File: src/rtl/iat_pkg.sv
package iat_pkg;
  localparam int unsigned ID_W = 10;
  localparam logic [ID_W-1:0] NO_IRQ = 10'd1023;

  typedef enum logic {
    WK_IDLE,
    WK_SCAN
  } walk_state_t;
endpackage

File: src/rtl/iat_link_store.sv
module iat_link_store
  import iat_pkg::*;
#(
  parameter int unsigned NUM_IRQ = 64,
  parameter int unsigned PRIO_W  = 8,
  parameter int unsigned NRD     = 3
) (
  input  logic                     clk,
  input  logic                     rst_n,
  input  logic                     wr_en,
  input  logic [ID_W-1:0]          wr_idx,
  input  logic [ID_W-1:0]          wr_link,
  input  logic                     wr_prio_en,
  input  logic [PRIO_W-1:0]        wr_prio,
  input  logic [NRD-1:0][ID_W-1:0] rd_idx,
  output logic [NRD-1:0][ID_W-1:0] rd_link,
  output logic [PRIO_W-1:0]        rd0_prio
);
  localparam int unsigned IDX_W = (NUM_IRQ > 1) ? $clog2(NUM_IRQ) : 1;
  localparam logic [ID_W-1:0] LIMIT = ID_W'(NUM_IRQ);

  logic [ID_W-1:0]   link_q [NUM_IRQ];
  logic [PRIO_W-1:0] prio_q [NUM_IRQ];

  wire wr_hit = wr_idx < LIMIT;

  always_ff @(posedge clk or negedge rst_n) begin
    if (!rst_n) begin
      for (int i = 0; i < NUM_IRQ; i++) begin
        link_q[i] <= NO_IRQ;
        prio_q[i] <= '0;
      end
    end else if (wr_hit) begin
      if (wr_en)      link_q[wr_idx[IDX_W-1:0]] <= wr_link;
      if (wr_prio_en) prio_q[wr_idx[IDX_W-1:0]] <= wr_prio;
    end
  end

  // Out-of-range reads (including 1023) see an empty link.
  for (genvar p = 0; p < NRD; p++) begin : g_rd
    assign rd_link[p] = (rd_idx[p] < LIMIT) ? link_q[rd_idx[p][IDX_W-1:0]] : NO_IRQ;
  end

  assign rd0_prio = (rd_idx[0] < LIMIT) ? prio_q[rd_idx[0][IDX_W-1:0]] : '0;
endmodule

File: src/rtl/iat_grant.sv
module iat_grant
  import iat_pkg::*;
#(
  parameter int unsigned NUM_IRQ = 64,
  parameter int unsigned PRIO_W  = 8
) (
  input  logic [ID_W-1:0]   pend_id,
  input  logic [PRIO_W-1:0] pend_prio,
  input  logic [PRIO_W:0]   run_prio,
  output logic              grant
);
  localparam logic [ID_W-1:0] LIMIT = ID_W'(NUM_IRQ);

  always_comb begin
    grant = (pend_id != NO_IRQ) && (pend_id < LIMIT)
            && ({1'b0, pend_prio} < run_prio);
  end
endmodule

File: src/rtl/iat_chain_walker.sv
module iat_chain_walker
  import iat_pkg::*;
#(
  parameter int unsigned NUM_IRQ = 64
) (
  input  logic            clk,
  input  logic            rst_n,
  input  logic            start,
  input  logic [ID_W-1:0] start_idx,
  input  logic [ID_W-1:0] target,
  input  logic [ID_W-1:0] cur_link,
  input  logic [ID_W-1:0] tgt_link,
  output logic            busy,
  output logic [ID_W-1:0] cur_idx,
  output logic [ID_W-1:0] tgt_idx,
  output logic            splice_en,
  output logic [ID_W-1:0] splice_idx,
  output logic [ID_W-1:0] splice_link
);
  localparam int unsigned SW = $clog2(NUM_IRQ + 1);
  localparam logic [SW-1:0] MAX_STEPS = SW'(NUM_IRQ);

  walk_state_t     st_q;
  logic [ID_W-1:0] cur_q, tgt_q;
  logic [SW-1:0]   step_q;

  wire at_end   = (cur_link == NO_IRQ);
  wire at_match = (cur_link == tgt_q);

  always_ff @(posedge clk or negedge rst_n) begin
    if (!rst_n) begin
      st_q   <= WK_IDLE;
      cur_q  <= NO_IRQ;
      tgt_q  <= NO_IRQ;
      step_q <= '0;
    end else begin
      case (st_q)
        WK_IDLE: if (start) begin
          st_q   <= WK_SCAN;
          cur_q  <= start_idx;
          tgt_q  <= target;
          step_q <= '0;
        end
        WK_SCAN: begin
          step_q <= step_q + 1'b1;
          if (at_end || at_match) st_q <= WK_IDLE;
          else                    cur_q <= cur_link;
        end
        default: st_q <= WK_IDLE;
      endcase
    end
  end

  assign busy        = (st_q == WK_SCAN);
  assign cur_idx     = cur_q;
  assign tgt_idx     = tgt_q;
  assign splice_en   = busy && !at_end && at_match;
  assign splice_idx  = cur_q;
  assign splice_link = tgt_link;

  // a walk never visits more links than there are interrupts.
  a_r9_walk_bounded: assert property (@(posedge clk) disable iff (!rst_n)
    busy |-> (step_q < MAX_STEPS));

  // a splice ends the walk at the next edge.
  a_r8_splice_ends_walk: assert property (@(posedge clk) disable iff (!rst_n)
    splice_en |=> !busy);

  // a walk that reaches the end of the chain writes nothing.
  a_r9_end_no_write: assert property (@(posedge clk) disable iff (!rst_n)
    (busy && cur_link == NO_IRQ) |-> !splice_en);
endmodule

File: src/rtl/irq_ack_tracker.sv
module irq_ack_tracker
  import iat_pkg::*;
#(
  parameter int unsigned NUM_IRQ = 64,
  parameter int unsigned PRIO_W  = 8
) (
  input  logic              clk,
  input  logic              rst_n,
  input  logic [9:0]        pend_id,
  input  logic [PRIO_W-1:0] pend_prio,
  input  logic              ack_valid,
  output logic              ack_ready,
  output logic              rsp_valid,
  output logic [9:0]        rsp_id,
  input  logic              eoi_valid,
  output logic              eoi_ready,
  input  logic [31:0]       eoi_data,
  output logic              clr_valid,
  output logic [9:0]        clr_id,
  output logic [9:0]        run_id,
  output logic [PRIO_W:0]   run_prio
);
  localparam int unsigned NRD = 3;
  localparam logic [ID_W-1:0] LIMIT = ID_W'(NUM_IRQ);
  localparam logic [PRIO_W:0] IDLE_PRIO = {1'b1, {PRIO_W{1'b0}}};

  logic [ID_W-1:0] run_q;
  logic [ID_W-1:0] rsp_q, clr_id_q;
  logic            rsp_v_q, clr_v_q;

  logic [NRD-1:0][ID_W-1:0] rd_idx, rd_link;
  logic [PRIO_W-1:0]        rd0_prio;

  logic            walk_busy, splice_en;
  logic [ID_W-1:0] walk_cur, walk_tgt, splice_idx, splice_link;
  logic            grant;

  // Request acceptance
  assign ack_ready = !walk_busy;
  assign eoi_ready = !walk_busy && !ack_valid;
  wire ack_fire = ack_valid && ack_ready;
  wire eoi_fire = eoi_valid && eoi_ready;
  wire ack_take = ack_fire && grant;

  // Completion decode: only the low ID_W bits carry the ID.
  wire [ID_W-1:0] eoi_id = eoi_data[ID_W-1:0];
  logic unused_eoi_hi;
  assign unused_eoi_hi = ^eoi_data[31:ID_W];

  wire eoi_live   = eoi_fire && (eoi_id < LIMIT) && (run_q != NO_IRQ);
  wire eoi_is_run = (eoi_id == run_q);
  wire walk_start = eoi_live && !eoi_is_run;
  wire pop_run    = eoi_live && eoi_is_run;

  assign run_prio = (run_q == NO_IRQ) ? IDLE_PRIO : {1'b0, rd0_prio};

  iat_grant #(.NUM_IRQ(NUM_IRQ), .PRIO_W(PRIO_W)) u_grant (
    .pend_id  (pend_id),
    .pend_prio(pend_prio),
    .run_prio (run_prio),
    .grant    (grant)
  );

  assign rd_idx[0] = run_q;
  assign rd_idx[1] = walk_cur;
  assign rd_idx[2] = walk_tgt;

  // One write port: the acknowledge and the splice never coincide, since a
  // walk holds ack_ready low.
  iat_link_store #(.NUM_IRQ(NUM_IRQ), .PRIO_W(PRIO_W), .NRD(NRD)) u_store (
    .clk       (clk),
    .rst_n     (rst_n),
    .wr_en     (ack_take || splice_en),
    .wr_idx    (ack_take ? pend_id : splice_idx),
    .wr_link   (ack_take ? run_q : splice_link),
    .wr_prio_en(ack_take),
    .wr_prio   (pend_prio),
    .rd_idx    (rd_idx),
    .rd_link   (rd_link),
    .rd0_prio  (rd0_prio)
  );

  iat_chain_walker #(.NUM_IRQ(NUM_IRQ)) u_walker (
    .clk        (clk),
    .rst_n      (rst_n),
    .start      (walk_start),
    .start_idx  (run_q),
    .target     (eoi_id),
    .cur_link   (rd_link[1]),
    .tgt_link   (rd_link[2]),
    .busy       (walk_busy),
    .cur_idx    (walk_cur),
    .tgt_idx    (walk_tgt),
    .splice_en  (splice_en),
    .splice_idx (splice_idx),
    .splice_link(splice_link)
  );

  always_ff @(posedge clk or negedge rst_n) begin
    if (!rst_n) begin
      run_q    <= NO_IRQ;
      rsp_v_q  <= 1'b0;
      rsp_q    <= NO_IRQ;
      clr_v_q  <= 1'b0;
      clr_id_q <= NO_IRQ;
    end else begin
      rsp_v_q <= ack_fire;
      clr_v_q <= ack_take;
      if (ack_fire) rsp_q <= grant ? pend_id : NO_IRQ;
      if (ack_take) begin
        clr_id_q <= pend_id;
        run_q    <= pend_id;
      end else if (pop_run) begin
        run_q <= rd_link[0];
      end
    end
  end

  assign rsp_valid = rsp_v_q;
  assign rsp_id    = rsp_q;
  assign clr_valid = clr_v_q;
  assign clr_id    = clr_id_q;
  assign run_id    = run_q;

  // a refused acknowledge answers 1023 and keeps the running ID.
  a_r2_refuse_no_change: assert property (@(posedge clk) disable iff (!rst_n)
    (ack_fire && !grant) |=> (rsp_valid && rsp_id == NO_IRQ && !clr_valid
                              && $stable(run_id)));

  // a granted acknowledge clears and runs the pending ID.
  a_r3_grant_runs: assert property (@(posedge clk) disable iff (!rst_n)
    (ack_fire && grant) |=> (clr_valid && clr_id == $past(pend_id)
                             && run_id == $past(pend_id)));

  // running priority follows the stored priority of the new interrupt.
  a_r3_prio_follows: assert property (@(posedge clk) disable iff (!rst_n)
    (ack_fire && grant) |=> (run_prio == {1'b0, $past(pend_prio)}));

  // an ignored completion changes nothing and starts no walk.
  a_r5_eoi_ignored: assert property (@(posedge clk) disable iff (!rst_n)
    (eoi_fire && !eoi_live) |=> ($stable(run_id) && ack_ready));

  // the running interrupt is frozen while a walk is in progress.
  a_r9_run_frozen: assert property (@(posedge clk) disable iff (!rst_n)
    walk_busy |=> $stable(run_id));

  // no completion is taken while an acknowledge is offered.
  a_r10_ack_wins: assert property (@(posedge clk) disable iff (!rst_n)
    ack_valid |-> !eoi_fire);
endmodule

File: config.mk
export PLATFORM = sky130hd
export DESIGN_NAME = irq_ack_tracker
export DESIGN_NICKNAME = d
export VERILOG_FILES = /design/src/rtl/iat_pkg.sv /design/src/rtl/iat_link_store.sv /design/src/rtl/iat_grant.sv /design/src/rtl/iat_chain_walker.sv /design/src/rtl/irq_ack_tracker.sv
export SDC_FILE = /design/constraint.sdc
export NUM_CORES = 2
export LEC_CHECK = 0
export BUFFER_PORTS_ARGS = -buffer_cell sky130_fd_sc_hd__buf_2
export CORE_MARGIN = 4
export CORE_UTILIZATION = 51
export CTS_CLUSTER_DIAMETER = 30
export DETAILED_ROUTE_END_ITERATION = 12
export HOLD_SLACK_MARGIN = 0.06
export PLACE_DENSITY_LB_ADDON = 0.08
export REMOVE_ABC_BUFFERS = 1
export SLEW_MARGIN = 10
export SYNTH_ARGS = -nofsm -noshare
export SYNTH_HDL_FRONTEND = slang
export SYNTH_SLANG_ARGS = --single-unit
File: constraint.sdc
create_clock -name clk -period 7.21 [get_ports clk]
set_clock_uncertainty 0.15 [all_clocks]
set_input_delay 0.3605 -clock clk [delete_from_list [all_inputs] [get_ports clk]]
set_output_delay 0.3605 -clock clk [all_outputs]
set_load 0.005 [all_outputs]
## After elaboration in Yosys (flattened, before gate mapping)

Index checks and enable logic that the tools add are counted.

| cells by class | value |
|---|---|
| magnitude comparators | 12 |
| eq/ne operators | 8 |
| multiplexer cells | 34 |
| bitwise gates (word level) | 5 |
| reductions and logical operators | 24 |

Operator list:

| cell | count |
|---|---|
| $bwmux W640 | 1 |
| $bwmux W512 | 1 |
| $bmux W10 S6 | 3 |
| $mux W10 | 17 |
| $demux W10 S6 | 1 |
| $lt A10 B7 Y1 const B | 6 |
| $bmux W8 S6 | 1 |
| $demux W8 S6 | 1 |
| $mux W8 | 4 |
| $ge A7 B7 Y1 const B | 4 |
| $not A6 Y7 | 4 |
| $eq A10 B10 Y1 | 2 |
| $eq A10 B10 Y1 const B | 2 |
| $ne A10 B10 Y1 const B | 2 |
| $pmux W10 S2 | 1 |
| $logic_and A1 B1 Y1 | 13 |
| $lt A8 B9 Y1 | 1 |
| $mux W9 | 1 |
| $reduce_and A2 Y1 | 4 |
| $lt A7 B1 Y1 const B | 1 |
| $logic_not A1 Y1 | 4 |
| $logic_or A1 B1 Y1 | 2 |
| $mux W1 | 2 |
| $ne A2 B1 Y1 const B | 1 |
| other kinds (4) | 4 |

| word-level totals | value |
|---|---|
| bits in registers | 1205 |
| input port bits | 54 |
| output and inout port bits | 43 |
| word-level logic and storage cells | 219 |

## Logic depth before layout (Yosys ltp)

| logic depth | value |
|---|---|
| depth after elaboration | 16 |
| gate-level depth with buffers | 27 |
| mapped depth without buffers | 18 |

## Hierarchy

From an unflattened synthesis, not the netlist that was laid out.

| unflattened totals | value |
|---|---|
| cell total of the unflattened synthesis | 4202 |
| area total of the unflattened synthesis | 66462.5 µm² |

By module, submodules not included:

| module | instances | cells an instance | area an instance (µm²) | seq. area each (µm²) |
|---|---|---|---|---|
| iat_link_store | 1 | 3860 | 63245.7 | 29628.4 |
| irq_ack_tracker | 1 | 216 | 1727.9 | 838.3 |
| iat_chain_walker | 1 | 97 | 1285.0 | 550.5 |
| iat_grant | 1 | 29 | 203.9 | 0.0 |

## Worst setup path after synthesis

OpenSTA, ideal clock, no wires.

| path | value |
|---|---|
| path type | register -> register |
| from | register run_q[0], in the netlist run_id[0] |
| to | register u_store.link_q[0] (netlist bit) |
| setup time | 82 ps |
| arrival | 6373 ps |
| data required time | 6978 ps |
| path slack | 605 ps |
| cell stages (with the launch flop) | 25 |
| buffers on the path | 7 |
| clock period less this slack | 6605 ps |
| path through | dfstp_2 -> buf_2 -> buf_2 -> buf_2 -> buf_1 -> clkbuf_1 -> buf_1 -> mux2i_1 -> o221ai_1 -> o22ai_1 -> a21oi_1 -> a21oi_1 -> a211o_1 -> ha_1 -> a21o_1 -> a21oi_1 -> o22ai_1 -> nor2_1 -> o211ai_1 -> a21o_1 -> buf_2 -> a31oi_2 -> nor2_1 -> a21oi_4 -> mux2_2 |

| on the way | value |
|---|---|
| cells in the longest elaborated chain, start to end | 16 |
| elaborated cells between the ends (all ways) | 23 |
| classes of those cells | 5 x order compare; 1 x eq/ne; 10 x mux; 2 x bitwise; 5 x reduce/logical |

RTL lines:

| item | RTL line | text |
|---|---|---|
| start: declaration | irq_ack_tracker.sv:27 | `logic [ID_W-1:0] run_q;` |
| start signal: assignment | irq_ack_tracker.sv:112 | `run_q <= pend_id;` |
| start signal: assignment | irq_ack_tracker.sv:114 | `run_q <= rd_link[0];` |
| $not A6 Y7 (not written as such) | iat_link_store.sv:44 | `assign rd0_prio = (rd_idx[0] < LIMIT) ? prio_q[rd_idx[0][IDX_W-1:0]] : '0;` |
| $bmux W8 S6 | iat_link_store.sv:44 |  |
| $mux W8 (not written as such) (2 in a row) | iat_link_store.sv:44 |  |
| $mux W8 | iat_link_store.sv:44 |  |
| $mux W9 | irq_ack_tracker.sv:55 | `assign run_prio = (run_q == NO_IRQ) ? IDLE_PRIO : {1'b0, rd0_prio};` |
| $lt A8 B9 Y1 | iat_grant.sv:16 | `&& ({1'b0, pend_prio} < run_prio);` |
| $logic_and A1 B1 Y1 | iat_grant.sv:16 |  |
| $logic_and A1 B1 Y1 | irq_ack_tracker.sv:43 | `wire ack_take = ack_fire && grant;` |
| $mux W10 | irq_ack_tracker.sv:74 | `.wr_idx (ack_take ? pend_id : splice_idx),` |
| $not A6 Y7 (not written as such) | iat_link_store.sv:34 | `if (wr_en) link_q[wr_idx[IDX_W-1:0]] <= wr_link;` |
| $ge A7 B7 Y1 (not written as such) or $lt A7 B1 Y1 (tied branches) | iat_link_store.sv:34 |  |
| $logic_and A1 B1 Y1 (not written as such) | iat_link_store.sv:34 |  |
| $mux W10 (not written as such) | iat_link_store.sv:34 |  |
| $demux W10 S6 | iat_link_store.sv:34 |  |
| $bwmux W640 | iat_link_store.sv:34 |  |
| end signal: indexed assignment | iat_link_store.sv:34 |  |
| end: declaration | iat_link_store.sv:22 | `logic [ID_W-1:0] link_q [NUM_IRQ];` |

Several ways; a longest one is shown, not always the timed one. The select of a mux whose other input is x is not followed.
A chain may end at the register's enable or synchronous reset.

## Worst setup path after layout

| path | value |
|---|---|
| from | register run_q[0], in the netlist run_id[0] |
| to | register u_store.prio_q[353] (netlist bit) |

| on the way | value |
|---|---|
| cells in the longest elaborated chain, start to end | 16 |
| elaborated cells between the ends (all ways) | 21 |
| classes of those cells | 5 x order compare; 1 x eq/ne; 9 x mux; 2 x bitwise; 4 x reduce/logical |

RTL lines:

| item | RTL line | text |
|---|---|---|
| $not A6 Y7 (not written as such) | iat_link_store.sv:44 |  |
| $bmux W8 S6 | iat_link_store.sv:44 |  |
| $mux W8 (not written as such) (2 in a row) | iat_link_store.sv:44 |  |
| $mux W8 | iat_link_store.sv:44 |  |
| $mux W9 * | irq_ack_tracker.sv:55 |  |
| $lt A8 B9 Y1 * | iat_grant.sv:16 |  |
| $logic_and A1 B1 Y1 * | iat_grant.sv:16 |  |
| $logic_and A1 B1 Y1 * | irq_ack_tracker.sv:43 |  |
| $mux W10 | irq_ack_tracker.sv:74 |  |
| $not A6 Y7 (not written as such) | iat_link_store.sv:35 | `if (wr_prio_en) prio_q[wr_idx[IDX_W-1:0]] <= wr_prio;` |
| $ge A7 B7 Y1 (not written as such) or $lt A7 B1 Y1 (tied branches) | iat_link_store.sv:35 |  |
| $logic_and A1 B1 Y1 (not written as such) | iat_link_store.sv:35 |  |
| $mux W8 (not written as such) | iat_link_store.sv:35 |  |
| $demux W8 S6 | iat_link_store.sv:35 |  |
| $bwmux W512 | iat_link_store.sv:35 |  |
| end signal: indexed assignment | iat_link_store.sv:35 |  |
| end: declaration | iat_link_store.sv:23 | `logic [PRIO_W-1:0] prio_q [NUM_IRQ];` |

Every way passes the cells marked *; elsewhere a longest branch is shown, timed or not. The select of a mux whose other input is x is not followed.

==> metrics.md <==
| Metric | Value |
|---|---|
| Outcome | finished, final reports clean |
| Sequential fraction of the synthesis area | 45.06% |
| Final hold violation count | 0 |
| Htree depth | 5 |
| Pin count of the biggest net entering global routing | 159 |
| Hpwl dp | between 100 and 150 mm |
| Synth Warn # | 0 |
| Crit path time final | 7.055 ns |
| R2r setup slk | 0.15 ns |
| Seq cells post-synth | 1205 |
| Final period util | a little over nine tenths |
| GR peak layer | met2 |
| Crit Path Max Fanout | between 40 and 50 |
| Final Wtd Congestion | 0.9435 |
| Netlist cell types | 94 |
| RSZ-0062 raised after global routing | yes |
| Headroom to the max-slew limit | 13.15% |
| Ports | between 90 and 100 |
| Leak Pwr | about 34 nW |
| Initial drt markers | ~4700 |
| Critical path, cell by cell | buf_12 -> mux2i_1 -> o221ai_1 -> o22ai_1 -> a211oi_1 -> a211oi_1 -> a211o_1 -> ha_1 -> nand4_1 -> nor3_1 -> a21o_2 -> buf_4 -> nand2_1 -> o21ai_2 -> nand2_1 -> mux2_2 |
| Critical path class | flip-flop to flip-flop |
| Layout area overhead | 20.51% |
| Ys async rst share | 100.0% |
| Share of the synthesized area in the top cell type | a little over a quarter |
| Root Buffer | clkbuf_16 |
| Post-DR wirelength/cell | 33.44 um |
| Worst-path clk slew | ~0.04 ns |
| Grt met1 use | between 40% and 50% |
| GRT Util Overall | about a third |
| Die Wd | 375.4 um |
| Net switching power | around 10 mW |
| Share of cells above drive strength 1 | between 60% and 70% |
| CP delay by family, top | compound AO/OA/AOI/OAI gates |
| Post-CTS Resized | 0 |
| Hold Slack | a little over 0.09 ns |
| Met2 usage | around half |
| Clk pwr share | around half |
| Total iterations of the first detailed-routing run | 5 |
| Cell taking the most area after synthesis | dfstp_2 |
| Clock Tree Buf Depth | 4 |
| Critical Path AT | 7.69 ns |
| Combinational power share | 27.0% |
| CP max stage cell | dfstp_4 |
| Int Pwr | 20.53 mW |
| Power density over the cells | between 300 and 400 nW/um^2 |
| CTS tree | yes |
| Top post-synthesis cells by area | dfstp_2, dfrtp_1, mux2_2 |
| Vias per Instance | slightly below 7 |
| IO buf count | 74 |
| WP data required | roughly 7.8 ns |
| DRC violations left | 0 |
| Net Sw Frac | between 30% and 40% |
| Multi-input gate area | around 36000 um^2 |
| Met3 Use GR | about 7.5% |
| Placed cell count | between 6000 and 7000 |
| DR vias | 47610 |
| Vias in the first global route | ~49000 |
| Pre-CTS WS | 0.2920 ns |
| Die Y | between 300 and 400 um |
| Syn Inst Count | 4810 |
| Clock sink count | between 1000 and 1500 |
| Least-Margin Pin Slew | ~1.3 ns |
| Post-synth top flop | dfstp_2 |
| CTS buffer count | 327 |
| Clock Latency Late Sink | roughly 0.9 ns |
| # setup viols final | 0 |
| Startpoint Class | flip-flop |
| Fin nets | between 5000 and 6000 |
| Core area | approximately 130000 um^2 |
| Crit path capture type | flip-flop |
| Row count | between 100 and 150 |
| Max Clk Rate | ~140 MHz |
| Total routed wirelength | 235.3 mm |
| Register area | a little over 30000 um^2 |
| Max incr delay on CP | 1.15 ns |
| Initial Utilization | between 50% and 60% |
| EDFF count, synth | 0 |
| Min-Delay Path Class | input pin to flip-flop |
| Final Non-Filler Cells | between 7000 and 8000 |
| Post CTS Setup Buffer Count | 0 |
| Fillers | 10190 |
| Overflow after GRT | 0 |
| WP buf/inv | 2 |
| Die Area | 140900 um^2 |
| First-pass GRT wire length | approximately 350 mm |
| Initial antenna violation count | 3 |
| Peak supply drop | around 0.25 mV |
| Seq pwr share | approximately a quarter |
| Syn Std Cell Area | 68830 um^2 |
| Setup slack after layout | 0.1548 ns |
| Syn_area_per_cell | between 10 and 15 um^2 |
| Maxcap violations | 0 |
| ANT nets after route | 0 |
| Pins Over Slew Limit | 0 |
[what timing repair did]
action                                 4_1_cts  5_1_grt
endpoints found under the hold margin      298        0
setup endpoints to repair                    0        7
hold buffers                                24        0
[final timing paths]
| kind | to | from | depth (start not counted) |
|---|---|---|---|
| max | u_store.prio_q[353] | run_id[0] | 16 |
| min | u_store.prio_q[168] | pend_prio[0] | 3 |
| max reg2reg | u_store.prio_q[353] | run_id[0] | 16 |
| min reg2reg | clr_id[3] | clr_id[3] | 2 |
| max in group asynchronous | u_store.link_q[401] | rst_n | 4 |
| min in group asynchronous | u_store.link_q[254] | rst_n | 2 |
[state kept, by name, indices dropped and copies added, names as in the netlist]
| signal | cells |
|---|---|
| clr_valid | 1 |
| u_walker.tgt_idx | 10 |
| u_store.prio_q | 512 |
| u_walker.cur_idx | 10 |
| rsp_id | 10 |
| run_id | 10 |
| u_store.link_q | 640 |
| rsp_valid | 1 |
| u_walker.busy | 1 |
| clr_id | 10 |
[power by group through the flow]
stage / clock, mW / sequential (mW) / combinational, mW
global route: 15.3 / 7.58 / 8.53
floorplan: 0 / 8.16 / 4.54
finish: 14.7 / 7.58 / 8.25
global placement: 0 / 7.64 / 8.04
detailed placement: 0 / 7.64 / 8.06
CTS: 14.9 / 7.56 / 8.10
[layout by cell type (no fill, tap or decap), types with 10 or more instances in the layout]
cell,synthesis,routed
mux2_2,1033,1033
dfstp_2,690,680
dfrtp_1,515,515
mux4_2,467,467
mux2i_1,419,419
clkbuf_16,0,333
buf_4,33,196
nand2_1,177,176
o221ai_1,138,138
a21oi_1,97,94
nor2_1,97,90
o22ai_1,79,79
buf_2,40,73
mux2_4,70,70
clkbuf_8,0,61
clkbuf_1,252,47
clkinv_2,0,47
a22oi_1,46,46
a21oi_4,42,45
bufinv_16,0,43
a22o_1,41,41
and2_1,37,37
a211oi_1,34,34
o21ai_0,33,33
nor2b_1,33,32
mux2_1,30,30
dlygate4sd3_1,0,24
buf_12,3,23
nand3_1,20,20
o21ai_4,18,18
clkinvlp_4,0,18
inv_1,18,17
nor3_1,15,15
xnor2_1,14,14
nand2b_1,13,12
nor3b_1,12,12
clkinv_4,0,12
nand4_1,10,10
dfstp_4,0,10
[synthesized netlist by cell type, types with 7 or more instances]
master / number
nand4_1: 10
buf_1: 79
mux2_2: 1033
a21oi_4: 42
a21oi_1: 97
nor3_1: 15
mux2_4: 70
nor2_1: 97
o21ai_4: 18
buf_6: 20
o221ai_1: 138
dfstp_2: 690
o21ai_0: 33
a211o_1: 8
a22o_1: 41
nor4_1: 7
nand3_1: 20
and3_1: 8
a22oi_1: 46
o21a_1: 7
clkbuf_1: 252
mux2_1: 30
or3_1: 8
mux4_1: 7
buf_4: 33
and2_1: 37
buf_2: 40
nand2_1: 177
mux2i_1: 419
a31oi_1: 7
ha_1: 7
nand2b_1: 13
mux4_2: 467
nor3b_1: 12
o22ai_1: 79
inv_1: 18
a211oi_1: 34
nor2b_1: 33
xnor2_1: 14
dfrtp_1: 515
[cells by family (layout without fill, tap and decap cells)]
kind of cell	after synthesis	count (layout)	synth area share, %
fa+ha+maj	7	7	0.1272
simple gates	477	477	3.452
flops	1205	1205	45.06
compound gates	625	625	7.547
other cells	0	2	0
xor+xnor	16	16	0.2036
buf+inv	454	911	3.050
mux	2026	2026	40.56
[per-layer routing]
| layer | wire length [um] | up-vias | part of all wire, % |
|---|---|---|---|
| li1 | - | 19340 | - |
| met1 | 96750 | 25410 | 41 |
| met2 | 106900 | 2233 | 45 |
| met3 | 18800 | 628 | 8.0 |
| met4 | 12840 | 0 | 5.5 |
| met5 | 0 | - | 0 |
[tightest hold or removal path, stage by stage]
cell and delay, ns:
buf_2 0.09, buf_4 0.29, mux2_2 0.36
[layout make-up]
cell class                      instances  area share (%)
Multi-Input combinational cell       3151           43.20
Sequential cell                      1205           37.44
Clock buffer                          441           11.27
Timing Repair Buffer                  316           3.059
Tap cell                             1768           2.667
Clock inverter                        129           2.243
Inverter                               25          0.1161
Antenna cell                            2        0.006033
[through the flow]
step                cell area (um^2)  TNS (ns)  power [mW]  util, %
floorplan                      66830  -7365.03       12.70        -
global placement               71500         0       15.67    53.44
detailed placement             71500         0       15.70    53.44
CTS                            82950         0       30.54    62.00
global route                   82950  -0.02706       31.38    62.00
finish                         82950         0       30.54    62.00
No activity file was read; power rests on OpenSTA's default activity.
